<file path="src/rtl/i2c_clkdiv_pkg.sv">
package i2c_clkdiv_pkg;
  localparam int STEP_W    = 6;
  localparam int BASE_TICKS = 20;
  localparam int STEP_MUL  = 8;

  function automatic int unsigned max_period(input int unsigned comp_w);
    return BASE_TICKS + STEP_MUL * ((1 << STEP_W) - 1) + ((1 << comp_w) - 1);
  endfunction
endpackage

</file>
<file path="src/rtl/clkdiv_cfg_shadow.sv">
module clkdiv_cfg_shadow
  import i2c_clkdiv_pkg::*;
#(
  parameter int PRE_W  = 3,
  parameter int COMP_W = 4,
  parameter int PER_W  = 10
) (
  input  logic                    clk,
  input  logic                    rst_n,
  input  logic                    enable,
  input  logic [PRE_W+STEP_W-1:0] cfg_word,
  input  logic [COMP_W-1:0]       comp_cnt,
  output logic [PRE_W-1:0]        pre_q,
  output logic [PER_W-1:0]        per_q,
  output logic [PER_W-1:0]        low_q
);
  logic [STEP_W-1:0] step;
  logic [PER_W-1:0]  per_next;
  logic [PER_W-1:0]  low_next;

  assign step     = cfg_word[PRE_W +: STEP_W];
  assign per_next = PER_W'(BASE_TICKS) + (PER_W'(step) * PER_W'(STEP_MUL)) + PER_W'(comp_cnt);
  assign low_next = (per_next + PER_W'(1)) >> 1;

  always_ff @(posedge clk or negedge rst_n) begin
    if (!rst_n) begin
      pre_q <= '0;
      per_q <= PER_W'(BASE_TICKS);
      low_q <= PER_W'(BASE_TICKS / 2);
    end else if (!enable) begin
      pre_q <= cfg_word[PRE_W-1:0];
      per_q <= per_next;
      low_q <= low_next;
    end
  end

  // captured timing does not move while running
  assert_cfg_frozen_R5: assert property (@(posedge clk) disable iff (!rst_n)
    (enable && $past(enable)) |-> ($stable(per_q) && $stable(pre_q) && $stable(low_q)));
endmodule

</file>
<file path="src/rtl/clkdiv_prescaler.sv">
module clkdiv_prescaler #(
  parameter int PRE_W = 3
) (
  input  logic             clk,
  input  logic             rst_n,
  input  logic             enable,
  input  logic [PRE_W-1:0] pre_q,
  output logic             tick
);
  logic [PRE_W-1:0] pcnt;
  logic             wrap;

  assign wrap = (pcnt == pre_q);

  always_ff @(posedge clk or negedge rst_n) begin
    if (!rst_n) begin
      pcnt <= '0;
      tick <= 1'b0;
    end else if (!enable) begin
      pcnt <= '0;
      tick <= 1'b0;
    end else begin
      tick <= wrap;
      pcnt <= wrap ? '0 : pcnt + PRE_W'(1);
    end
  end

  // with a nonzero prescale, ticks are isolated pulses
  assert_tick_isolated_R1: assert property (@(posedge clk) disable iff (!rst_n)
    (tick && pre_q != '0 && enable) |=> !tick);
  // idle means no ticks on the following cycle
  assert_idle_no_tick_R6: assert property (@(posedge clk) disable iff (!rst_n)
    !enable |=> !tick);
endmodule

</file>
<file path="src/rtl/clkdiv_phase_gen.sv">
module clkdiv_phase_gen #(
  parameter int PER_W = 10
) (
  input  logic             clk,
  input  logic             rst_n,
  input  logic             enable,
  input  logic             tick,
  input  logic [PER_W-1:0] per_q,
  input  logic [PER_W-1:0] low_q,
  output logic             low_stb,
  output logic             high_stb,
  output logic             level
);
  logic [PER_W-1:0] tcnt;
  logic             at_start;
  logic             at_half;
  logic             at_end;

  assign at_start = (tcnt == '0);
  assign at_half  = (tcnt == low_q);
  assign at_end   = (tcnt == per_q - PER_W'(1));

  always_ff @(posedge clk or negedge rst_n) begin
    if (!rst_n) begin
      tcnt     <= '0;
      low_stb  <= 1'b0;
      high_stb <= 1'b0;
      level    <= 1'b1;
    end else if (!enable) begin
      tcnt     <= '0;
      low_stb  <= 1'b0;
      high_stb <= 1'b0;
      level    <= 1'b1;
    end else begin
      low_stb  <= tick && at_start;
      high_stb <= tick && at_half;
      if (tick) begin
        tcnt <= at_end ? '0 : tcnt + PER_W'(1);
        if (at_start)     level <= 1'b0;
        else if (at_half) level <= 1'b1;
      end
    end
  end

  // tick counter stays inside the period
  assert_cnt_in_period_R2: assert property (@(posedge clk) disable iff (!rst_n)
    tcnt < per_q);
  // level agrees with the phase strobes
  assert_low_level_R3: assert property (@(posedge clk) disable iff (!rst_n)
    low_stb |-> !level);
  assert_high_level_R3: assert property (@(posedge clk) disable iff (!rst_n)
    high_stb |-> level);
  // strobes are mutually exclusive
  assert_strobe_excl_R4: assert property (@(posedge clk) disable iff (!rst_n)
    $onehot0({low_stb, high_stb}));
  // idle clears strobes and releases the line
  assert_idle_quiet_R6: assert property (@(posedge clk) disable iff (!rst_n)
    !enable |=> (!low_stb && !high_stb && level));
endmodule

</file>
<file path="src/rtl/i2c_scl_clkdiv.sv">
module i2c_scl_clkdiv
  import i2c_clkdiv_pkg::*;
#(
  parameter int PRE_W  = 3,
  parameter int COMP_W = 4
) (
  input  logic                    clk,
  input  logic                    rst_n,
  input  logic                    enable,
  input  logic [PRE_W+STEP_W-1:0] cfg_word,
  input  logic [COMP_W-1:0]       comp_cnt,
  output logic                    tick,
  output logic                    scl_low_stb,
  output logic                    scl_high_stb,
  output logic                    scl_level
);
  localparam int PER_MAX = int'(max_period(COMP_W));
  localparam int PER_W   = $clog2(PER_MAX + 2);

  logic [PRE_W-1:0] pre_q;
  logic [PER_W-1:0] per_q;
  logic [PER_W-1:0] low_q;

  clkdiv_cfg_shadow #(.PRE_W(PRE_W), .COMP_W(COMP_W), .PER_W(PER_W)) u_shadow (
    .clk(clk), .rst_n(rst_n), .enable(enable), .cfg_word(cfg_word),
    .comp_cnt(comp_cnt), .pre_q(pre_q), .per_q(per_q), .low_q(low_q)
  );

  clkdiv_prescaler #(.PRE_W(PRE_W)) u_presc (
    .clk(clk), .rst_n(rst_n), .enable(enable), .pre_q(pre_q), .tick(tick)
  );

  clkdiv_phase_gen #(.PER_W(PER_W)) u_phase (
    .clk(clk), .rst_n(rst_n), .enable(enable), .tick(tick),
    .per_q(per_q), .low_q(low_q),
    .low_stb(scl_low_stb), .high_stb(scl_high_stb), .level(scl_level)
  );
endmodule

</file>
<file path="config.mk">
export PLATFORM = sky130hd
export DESIGN_NAME = i2c_scl_clkdiv
export DESIGN_NICKNAME = d
export VERILOG_FILES = /design/src/rtl/i2c_clkdiv_pkg.sv /design/src/rtl/clkdiv_cfg_shadow.sv /design/src/rtl/clkdiv_prescaler.sv /design/src/rtl/clkdiv_phase_gen.sv /design/src/rtl/i2c_scl_clkdiv.sv
export SDC_FILE = /design/constraint.sdc
export NUM_CORES = 1
export LEC_CHECK = 0
export ABC_AREA = 0
export BUFFER_PORTS_ARGS = -buffer_cell sky130_fd_sc_hd__clkbuf_2
export CAP_MARGIN = 20
export CORE_ASPECT_RATIO = 0.8
export CORE_UTILIZATION = 45
export CTS_CLUSTER_DIAMETER = 120
export DETAILED_ROUTE_END_ITERATION = 8
export PLACE_DENSITY = 0.64
export SYNTH_ARGS = -nofsm -noshare
export SYNTH_HDL_FRONTEND = slang
export SYNTH_SLANG_ARGS = --single-unit
</file>
<file path="constraint.sdc">
create_clock -name clk -period 6.9 [get_ports clk]
set_input_delay 1.38 -clock clk [delete_from_list [all_inputs] [get_ports clk]]
set_output_delay 1.38 -clock clk [all_outputs]
set_load 0.02 [all_outputs]
</file>
==> impl_results.md, run 1 <==
- Category of the worst setup path launch point: input pin
- Type of the most critical hold path: flip-flop to flip-flop
- Worst IR drop on VDD: 0.152 mV
- Area growth from synthesis to layout: 10.5%
- Setup slack of the worst register-to-register path: 3.98 ns
- Via count of the routed design: 1759
- Maximum fanout along the worst path: 3
- Die Area: 5610 um^2
- Total GRT Usage: 0.183
- EDFF count, synth: 0
- Design Power: 0.623 mW
- Peak clock frequency supported by timing: 335 MHz
- Count of pins on the block boundary: 20
- Number of antenna repair diodes: 0
- CP endpoint kind: flip-flop
- Hold Buf Count CTS: 0
- Violation count after the first detailed-routing iteration: 77
- Worst rel slew slack: 0.370
- Clock tree skew after final layout: 0.00301 ns
- Master cell of the clock root buffer: clkbuf_8
- Number of buffers between clock root and the deepest sink: 2
- Height of the die: 67.2 um
- CTS tree: done
- Resized Gates After CTS: 0
- Ratio of cells with drive above 1 in the final layout: 0.179
- Row Count: 23
- Number of fillers in the final layout: 473
- Reg2reg end: u_phase.tcnt[9]
- Gpl congestion: 0.801
- Met2 Usage GRT: 0.278
- Number of iterations in the first detailed-routing pass: 7
- Pre-CTS setup slack: 3.61 ns
- Required time of the critical path: 7.10 ns
- Count of cell types in the netlist: 46
- Clock slew seen by the registers of the worst setup and hold paths: 0.08 ns
- Number of buffers added by the clock tree synthesis step: 5
- Static leakage: 1.17 nW
- Total nets after synthesis: 272
- Reg2Reg Launch Point: u_shadow.per_q[0]
- PortBufs: 19
- Effective utilization at floorplan: 0.472
- Cell Pwr Density: 236 nW/um^2
- Count of cells along the worst register-to-register path: 8
- Synthesis-stage register bit count: 39
- Post-CTS setup repair buffer count: 0
- Design area: 2640 um^2
- Hold violation count in the final report: 0
- Final Worst Setup Slack: 3.91 ns
- Hold endpoint: u_presc.pcnt[0]
- Area of the mapped netlist: 2390 um^2
- Most repeated cell in the gate-level netlist after synthesis: dfrtp_1
- Wire length per cell after detailed routing: 14.2 um
- Die X-Extent: 83.5 um
- Post-placement cell area: 2510 um^2
- Number of antenna violations at the first check in global routing: 0
- Routed Antenna Nets: 0
- CTS H-tree depth: 2
- Area of the core: 5060 um^2
- Cell count after synthesis: 248
- Met1 Resource Use GR: 0.264
- Number of design rule violations left after detail routing: 0
- Mapped Avg Cell Area: 9.64 um^2
- Final-layout worst hold slack: 0.484 ns
- Sequential element share of the synthesized area: 0.411
- Final WL: 4.59 mm
- Cell type with the highest aggregate area in the netlist: dfrtp_1
- Number of nets in the finished design: 285
- Most used cell, CP: o31ai_1
- Min Tclk post-route: 2.99 ns
- Worst Tran Pin Value: 0.945 ns
- Most congested layer reported by global routing: met2
- Most used flip-flop cell after synthesis: dfrtp_1
- Unrepaired setup endpoints after global routing: no
- Category of the most critical setup path: input pin to flip-flop
- Hold Path Depth: 1
- Maximum number of pins on one net before global-route repair: 40
- Cell at the slowest stage of the critical path: o31ai_1
- DR vias/cell: 5.43
- Met3 Resource Use GR: 0.0403
- Synth top cells by count: 34 x dfrtp_1, 28 x nor2_1, 27 x nand2_1, 23 x xor2_1, 18 x xnor2_1
- Synth warn: 0
- Sink count of the clock tree: 39
- Largest stage delay on the critical path: 0.36 ns
- Final clock period utilization by the worst path: 0.433
- Data arrival time of the critical path: 3.19 ns
- Pins over their slew limit: 0
- Final TNS setup: 0 ns
- Count of endpoints failing setup in the final report: 0
- Number of global-route vias before repair: 1604
- Wire length of the first global-routing pass: 7.86 mm
- Insertion delay to the later sink of the worst-skew pair: 0.29 ns
- Share of the synthesized area in the top cell type: 0.356
- Critical-path cell list: clkbuf_2 > ha_1 > a21oi_1 > xor2_1 > o31ai_1 > nand2_1 > o31a_1 > o31ai_1
- Result of the run: finished, final reports clean
- Top area cells in the synthesized netlist: dfrtp_1 36%, xor2_1 8.4%, xnor2_1 6.6%
- Hold Path Origin: u_presc.pcnt[0]
- Global route total overflow: 0
- Async SR Flop Fraction: 1.00
- Dpl hpwl: 3.48 mm
- Max Cap Violations: 0
## sequential cells by signal, indices dropped and copies added, names as in the netlist
register,count
u_phase.low_stb,1
u_phase.high_stb,1
u_presc.tick,1
u_phase.tcnt,10
u_shadow.pre_q,3
u_phase.level,1
u_presc.pcnt,3
u_shadow.low_q,9
u_shadow.per_q,10
## power by group
group / internal (mW) / total (mW) / switching, mW
clock network: 0.144 / 0.229 / 0.0846
logic: 0.0520 / 0.112 / 0.0603
registers: 0.253 / 0.282 / 0.0288
total: 0.449 / 0.623 / 0.174
## kinds of logic (layout without fill, tap and decap cells)
group                    count (synthesis)  in the layout  share of synthesized area
AO/OA/AOI/OAI                           38             38                      0.118
XOR/XNOR                                41             41                      0.150
adder cells (fa/ha/maj)                  8              8                     0.0450
buffers and inverters                   22             36                     0.0382
flip-flops                              39             39                      0.411
multiplexers                            14             14                     0.0638
AND/OR/NAND/NOR                         86             86                      0.174
## cells in the final DEF, fill, tap and decap left out, drive strengths merged, types with 5 or more instances in the layout
master / instances
nand2: 27
nor4: 5
xor2: 23
inv: 9
ha: 7
clkbuf: 24
dfrtp: 34
o21ai: 14
nor2: 28
nand3: 7
dfstp: 5
mux2: 10
nand4: 5
xnor2: 18
## worst max-delay path by stage
stage                            startpoint           endpoint  slack, ns  depth (start not counted)
after floorplan                 cfg_word[3]  u_shadow.low_q[8]       3.97                          7
after global placement          cfg_word[3]  u_shadow.low_q[7]       3.73                          8
after detailed placement        cfg_word[3]  u_shadow.low_q[7]       3.61                          8
after CTS                       cfg_word[3]  u_shadow.low_q[7]       3.92                          8
after global routing      u_shadow.per_q[0]    u_phase.tcnt[4]       3.79                          8
final                           cfg_word[3]  u_shadow.low_q[7]       3.91                          8
## metrics by stage
step                      utilization  std cells
final                           0.522        324
after global routing            0.522        324
after CTS                       0.522        324
after detailed placement        0.495        316
after global placement          0.495        316
after floorplan                     -        248
## layer usage
| layer | vias up | routed length, um |
|---|---|---|
| li1 | 878 | - |
| met4 | 0 | 49 |
| met1 | 836 | 2450 |
| met2 | 39 | 1910 |
| met5 | - | 0 |
| met3 | 6 | 178 |
## area by class of cell
class                   count  area, um^2  area share
well taps                  62        77.6      0.0294
clock inverters             3        67.6      0.0256
inverters                   9        33.8      0.0128
multi-input cells         187        1320       0.499
clock buffers               5        68.8      0.0260
flip-flops and latches     39         982       0.372
repair buffers             19        95.1      0.0360
## worst max-delay path: cells and delay by family
family          cells  cell delay [ns]
fa+ha+maj           1             0.32
buf+inv             1             0.10
xor+xnor            1             0.11
compound gates      4             1.13
simple gates        1             0.15
Power figures use the tool's default switching activity.
==> run 2: changes to the inputs <==
==> constraint.sdc (replaced) <==
create_clock -name clk -period 2.82 [get_ports clk]
set_input_delay 0.564 -clock clk [delete_from_list [all_inputs] [get_ports clk]]
set_output_delay 0.564 -clock clk [all_outputs]
set_load 0.02 [all_outputs]
==> impl_results.md, run 2 (same netlist as run 1, synthesis figures left out) <==
- Dpl hpwl: 3.69 mm (+5.9%)
- Number of buffers added by the clock tree synthesis step: 5 (unchanged)
- Most frequent cells in the layout: 34 x dfrtp_1, 28 x nor2_1, 27 x nand2_1
- Resized Gates After CTS: 0 (unchanged)
- Number of buffers between clock root and the deepest sink: 2 (unchanged)
- Violation count after the first detailed-routing iteration: 64 (-17%)
- Cell at the slowest stage of the critical path: or4b_4
- Worst IR drop on VDD: 0.362 mV (+140%)
- Min Tclk post-route: 2.63 ns
- Maximum fanout along the worst path: 4 (+1)
- Master cell of the clock root buffer: clkbuf_8
- Reg2Reg Launch Point: u_shadow.per_q[1]
- Max Cap Violations: 0 (unchanged)
- Peak clock frequency supported by timing: 380 MHz
- Number of antenna violations at the first check in global routing: 0 (unchanged)
- PortBufs: 19 (unchanged)
- Type of the most critical hold path: input pin to asynchronous set/reset pin
- Critical-path cell list: inv_1 > ha_1 > or4b_4 > a221o_1 > a311o_1 > a211o_1 > o311ai_0 > a21oi_1
- Pins over their slew limit: 0 (unchanged)
- Effective utilization at floorplan: 0.472 (unchanged)
- Clock tree skew after final layout: 0.00335 ns (+0.000338 ns)
- Ratio of cells with drive above 1 in the final layout: 0.204 (+0.0243)
- Wire length of the first global-routing pass: 8.27 mm (+5.2%)
- Buf/Inv on CP: 1 (unchanged)
- Final standard cell utilization of the core: 0.536 (+0.0143)
- Result of the run: finished, final reports clean
- CP endpoint kind: flip-flop
- Hold violation count in the final report: 0 (unchanged)
- Clock slew seen by the registers of the worst setup and hold paths: 0.08 ns (about the same)
- Hold Buf Count CTS: 0 (unchanged)
- Number of global-route vias before repair: 1685 (+5.0%)
- Insertion delay to the later sink of the worst-skew pair: 0.29 ns (about the same)
- Count of endpoints failing setup in the final report: 0 (unchanged)
- Largest stage delay on the critical path: 0.48 ns (+0.12 ns)
- CTS H-tree depth: 2 (unchanged)
- Number of design rule violations left after detail routing: 0 (unchanged)
- Wire length per cell after detailed routing: 14.6 um (+3.0%)
- Category of the worst setup path launch point: flip-flop
- Final WL: 4.84 mm (+5.5%)
- Count of pins on the block boundary: 20 (unchanged)
- Gpl congestion: 0.832 (+3.9%)
- Unrepaired setup endpoints after global routing: no
- Sequential cell area in the final layout: 982 um^2 (unchanged)
- Routed Antenna Nets: 0 (unchanged)
- Post-CTS setup repair buffer count: 0 (unchanged)
- Worst Tran Pin Value: 0.596 ns (-0.349 ns)
- Die Area: 5610 um^2 (unchanged)
- Number of nets in the finished design: 293 (+2.8%)
- Static leakage: 1.22 nW (+3.6%)
- Kind of cell adding the most delay to the critical path: compound AO/OA/AOI/OAI gates
- Row Count: 23 (unchanged)
- Maximum number of pins on one net before global-route repair: 40 (unchanged)
- Cell Pwr Density: 570 nW/um^2 (+140%)
- Die X-Extent: 83.5 um (unchanged)
- CTS tree: done
- Worst rel slew slack: 0.599 (+0.229)
- Multi-input gate area: 1320 um^2 (unchanged)
- Number of fillers in the final layout: 470 (-0.63%)
- Required time of the critical path: 2.99 ns (-4.11 ns)
- Height of the die: 67.2 um (unchanged)
- Number of antenna repair diodes: 0 (unchanged)
- Origin of the worst setup path: u_shadow.per_q[1]
- Area growth from synthesis to layout: 13.6%
- Via count of the routed design: 1754 (-0.28%)
- Global route total overflow: 0 (unchanged)
- Registers with the highest flip-flop counts: u_phase.tcnt: 10 flops, u_shadow.per_q: 10 flops, u_shadow.low_q: 9 flops
- Leading cell type in the layout, fill and taps excluded: dfrtp_1
- Sink count of the clock tree: 39 (unchanged)
- Area of the core: 5060 um^2 (unchanged)
- Total GRT Usage: 0.193 (+0.0102)
- Data arrival time of the critical path: 2.80 ns (-0.39 ns)
- Final TNS setup: 0 ns (unchanged)
- Final clock period utilization by the worst path: 0.934
- DR vias/cell: 5.28 (-2.7%)
- Number of iterations in the first detailed-routing pass: 4 (-3)
- Category of the most critical setup path: flip-flop to flip-flop
run 2: changes by cell type in the layout (fill, tap and decap cells not counted):
| cell | previous run | this run |
|---|---|---|
| buf_12 | 0 | 1 |
| buf_4 | 0 | 7 |
run 2: path summary, 6_finish.rpt:
check / depth (start not counted) / slack [ns] / endpoint
setup reg to reg: 8 / 0.19 / u_phase.tcnt[0]
hold reg to reg: 1 / 0.48 / u_presc.pcnt[0]
max in group asynchronous: 2 / 2.17 / u_shadow.per_q[4]
hold / removal: 1 / 0.13 / u_phase.low_stb
setup / recovery: 8 / 0.19 / u_phase.tcnt[0]
min in group clk: 1 / 0.48 / u_presc.pcnt[0]
run 2: power by group:
part           internal, mW  switching, mW  total, mW
sequential            0.619         0.0657      0.685
combinational         0.143          0.159      0.302
clock                 0.353          0.207      0.560
total                  1.12          0.432       1.55
run 2: routing by layer:
| metal | share of wire | vias to the layer above | track usage |
|---|---|---|---|
| li1 | - | 893 | - |
| met1 | 0.54 | 817 | 0.285 |
| met2 | 0.42 | 34 | 0.285 |
| met3 | 0.028 | 10 | 0.0330 |
| met4 | 0.013 | 0 | 0.0720 |
| met5 | 0 | - | 0 |
run 2: worst register-to-register path, delay by kind of cell, from the launching register on:
kind                       cells  cell delay, ns
AOI/OAI and AO/OA              5            1.41
DFF                            1            0.41
adders and majority gates      1            0.15
buffers and inverters          1            0.06
and+or+nand+nor                1            0.48
run 2: stage by stage:
step	instances	total power, mW	hold WS (ns)	instance area, um^2	setup WS (ns)
finish	332	1.55	0.133	2720	0.186
global placement	322	0.989	0.468	2550	0.129
floorplan	248	0.895	0.268	2390	0.160
global route	332	1.63	0.144	2720	0.0378
CTS	330	1.56	0.454	2690	0.0705
detailed placement	322	0.995	0.474	2550	0.0872
run 2: cell type report:
class	count	share of cell area
clock buffers	5	0.0253
flip-flops and latches	39	0.362
clock inverters	3	0.0249
well taps	62	0.0286
repair buffers	27	0.0618
multi-input cells	187	0.485
inverters	9	0.0124
==> run 3: changes to the inputs <==
--- a/config.mk
+++ b/config.mk
@@ -9,10 +9,10 @@
 export BUFFER_PORTS_ARGS = -buffer_cell sky130_fd_sc_hd__clkbuf_2
 export CAP_MARGIN = 20
 export CORE_ASPECT_RATIO = 0.8
-export CORE_UTILIZATION = 45
+export CORE_UTILIZATION = 51
 export CTS_CLUSTER_DIAMETER = 120
 export DETAILED_ROUTE_END_ITERATION = 8
-export PLACE_DENSITY = 0.64
+export PLACE_DENSITY = 0.71
 export SYNTH_ARGS = -nofsm -noshare
 export SYNTH_HDL_FRONTEND = slang
 export SYNTH_SLANG_ARGS = --single-unit
==> constraint.sdc (replaced) <==
create_clock -name clk -period 2.82 [get_ports clk]
set_input_delay 0.282 -clock clk [delete_from_list [all_inputs] [get_ports clk]]
set_output_delay 0.282 -clock clk [all_outputs]
set_load 0.02 [all_outputs]
==> impl_results.md, run 3 (same netlist as run 1, synthesis figures left out) <==
- Int Power: 1.05 mW (-6.2%)
- Critical-path cell list: buf_4 > or4_2 > nor4_4 > mux2_2 > a31oi_1 > buf_4 > o41ai_4 > nor2_1
- Die X-Extent: 78.6 um (-5.9%)
- Final-layout worst hold slack: 0.222 ns (+0.0885 ns)
- Ratio of cells with drive above 1 in the final layout: 0.197 (-0.00668)
- Insertion delay to the later sink of the worst-skew pair: 0.30 ns (about the same)
- Sink count of the clock tree: 39 (unchanged)
- Total GRT Usage: 0.221 (+0.0284)
- Top sig layer: met4
- Number of iterations in the first detailed-routing pass: 4 (unchanged)
- Final Worst Setup Slack: 0.196 ns (+0.00939 ns)
- Unrepaired setup endpoints after global routing: no
- Final TNS setup: 0 ns (unchanged)
- Clock slew seen by the registers of the worst setup and hold paths: 0.08 ns (about the same)
- Number of buffers added by the clock tree synthesis step: 5 (unchanged)
- Category of the most critical setup path: flip-flop to flip-flop
- Via count of the routed design: 1814 (+3.4%)
- Data arrival time of the critical path: 2.79 ns (about the same)
- Maximum fanout along the worst path: 7 (+3)
- Required time of the critical path: 2.98 ns (about the same)
- Number of fillers in the final layout: 376 (-20%)
- Clock group share of total power: 0.331 (-0.031)
- Result of the run: finished, final reports clean
- Switching pwr: 0.426 mW (-1.4%)
- Most used cell, CP: buf_4
- Cell Pwr Density: 547 nW/um^2 (-4.0%)
- Area of the core: 4340 um^2 (-14%)
- DR vias/cell: 5.56 (+5.3%)
- Worst Tran Pin Value: 0.548 ns (-0.0472 ns)
- Category of the worst setup path launch point: flip-flop
- Combinational share of power: 0.201 (+0.006)
- Leading cell type in the layout, fill and taps excluded: dfrtp_1
- Max Cap Violations: 0 (unchanged)
- Number of antenna violations at the first check in global routing: 0 (unchanged)
- Number of antenna repair diodes: 0 (unchanged)
- Worst IR drop on VDD: 0.391 mV (+7.8%)
- Post-CTS setup repair buffer count: 0 (unchanged)
- Worst rel slew slack: 0.631 (+0.0317)
- Cell at the slowest stage of the critical path: or4_2
- Type of the most critical hold path: input pin to flip-flop
- Part of the power in registers: 0.468 (+0.025)
- Area growth from synthesis to layout: 12.6%
- Wire length per cell after detailed routing: 14.8 um (+1.6%)
- Number of design rule violations left after detail routing: 0 (unchanged)
- WL met3: 248 um (+84%)
- Proportion of total power due to net switching: 0.289 (+0.0101)
- Final WL: 4.83 mm (-0.25%)
- Global route total overflow: 0 (unchanged)
- Static leakage: 1.21 nW (-0.44%)
- Die Area: 4970 um^2 (-11%)
- Final clock period utilization by the worst path: 0.931 (-0.00333)
- Pre-CTS setup slack: 0.133 ns (+0.0458 ns)
- CP endpoint kind: flip-flop
- CTS tree: done
- Effective utilization at floorplan: 0.552 (+0.0794)
- Pins over their slew limit: 0 (unchanged)
- Most frequent cells in the layout: 34 x dfrtp_1, 28 x nor2_1, 27 x nand2_1
- Length of routed met2 wiring: 2.07 mm (+2.4%)
- Maximum number of pins on one net before global-route repair: 40 (unchanged)
- Number of nets in the finished design: 292 (-0.34%)
- Number of global-route vias before repair: 1729 (+2.6%)
- Height of the die: 63.2 um (-5.9%)
- PortBufs: 19 (unchanged)
- Master cell of the clock root buffer: clkbuf_8
- Count of pins on the block boundary: 20 (unchanged)
- Routed Antenna Nets: 0 (unchanged)
- Number of buffers between clock root and the deepest sink: 2 (unchanged)
- Clock tree skew after final layout: 0.0116 ns (+0.00827 ns)
- Peak clock frequency supported by timing: 381 MHz (+0.36%)
- Row Count: 21 (-8.7%)
- Gpl congestion: 0.864 (+3.8%)
- Count of endpoints failing setup in the final report: 0 (unchanged)
- Min Tclk post-route: 2.62 ns (-0.00939 ns)
- Violation count after the first detailed-routing iteration: 91 (+42%)
- Hold violation count in the final report: 0 (unchanged)
- WL met1: 2.45 mm (-6.6%)
- CTS H-tree depth: 2 (unchanged)
- Dpl hpwl: 3.61 mm (-2.1%)
- Wire length of the first global-routing pass: 8.38 mm (+1.3%)
- Largest stage delay on the critical path: 0.73 ns (+0.25 ns)
- Registers with the highest flip-flop counts: u_phase.tcnt: 10 flops, u_shadow.per_q: 10 flops, u_shadow.low_q: 9 flops
[run 3: critical path, delay by kind of cell (launching register included)]
kind | cells | cell delay [ns]
compound gates | 2 | 0.52
flops | 1 | 0.38
simple gates | 3 | 1.06
mux | 1 | 0.21
buf+inv | 2 | 0.31
[run 3: worst paths after layout]
path	slack (ns)	cells after the start	endpoint	start
setup / recovery	0.20	8	u_phase.tcnt[4]	u_shadow.per_q[0]
hold / removal	0.22	2	u_shadow.pre_q[2]	cfg_word[2]
setup reg to reg	0.20	8	u_phase.tcnt[4]	u_shadow.per_q[0]
hold reg to reg	0.49	1	u_presc.pcnt[0]	u_presc.pcnt[0]
max in group asynchronous	1.75	3	u_shadow.per_q[4]	rst_n
min in group asynchronous	0.50	2	u_phase.low_stb	rst_n
[run 3: routing by layer]
| metal | GRT usage | vias to the layer above |
|---|---|---|
| met5 | 0 | - |
| met4 | 0.0718 | 0 |
| met3 | 0.0478 | 8 |
| met2 | 0.323 | 42 |
| met1 | 0.323 | 867 |
| li1 | - | 897 |
[run 3: cell type report]
type | instances | area, um^2 | area share
Multi-Input combinational cell | 187 | 1320 | 0.489
Clock inverter | 2 | 35.0 | 0.0130
Tap cell | 57 | 71.3 | 0.0265
Timing Repair Buffer | 26 | 170 | 0.0632
Clock buffer | 6 | 82.6 | 0.0307
Inverter | 9 | 33.8 | 0.0125
Sequential cell | 39 | 982 | 0.365
[run 3: what timing repair did]
| item | in CTS | in global routing |
|---|---|---|
| hold buffers | 0 | 1 |
| hold endpoints to repair | 0 | 16 |
| gates resized for setup | 0 | 0 |
| endpoints found under the setup margin | 0 | 2 |
[run 3: through the flow]
stage	area [um^2]	instances	total power, mW	utilization
3_5_place_dp	2540	316	0.990	0.585
6_report	2690	326	1.47	0.621
2_1_floorplan	2390	248	0.895	-
4_1_cts	2660	324	1.47	0.612
5_1_grt	2690	326	1.55	0.621
3_3_place_gp	2540	316	0.982	0.585
[run 3: power groups by stage]
stage | combinational (mW) | clock (mW) | sequential [mW]
after floorplan | 0.216 | 0 | 0.679
after detailed placement | 0.291 | 0 | 0.700
after global placement | 0.284 | 0 | 0.697
after global routing | 0.336 | 0.520 | 0.699
after CTS | 0.292 | 0.494 | 0.689
final | 0.295 | 0.488 | 0.689
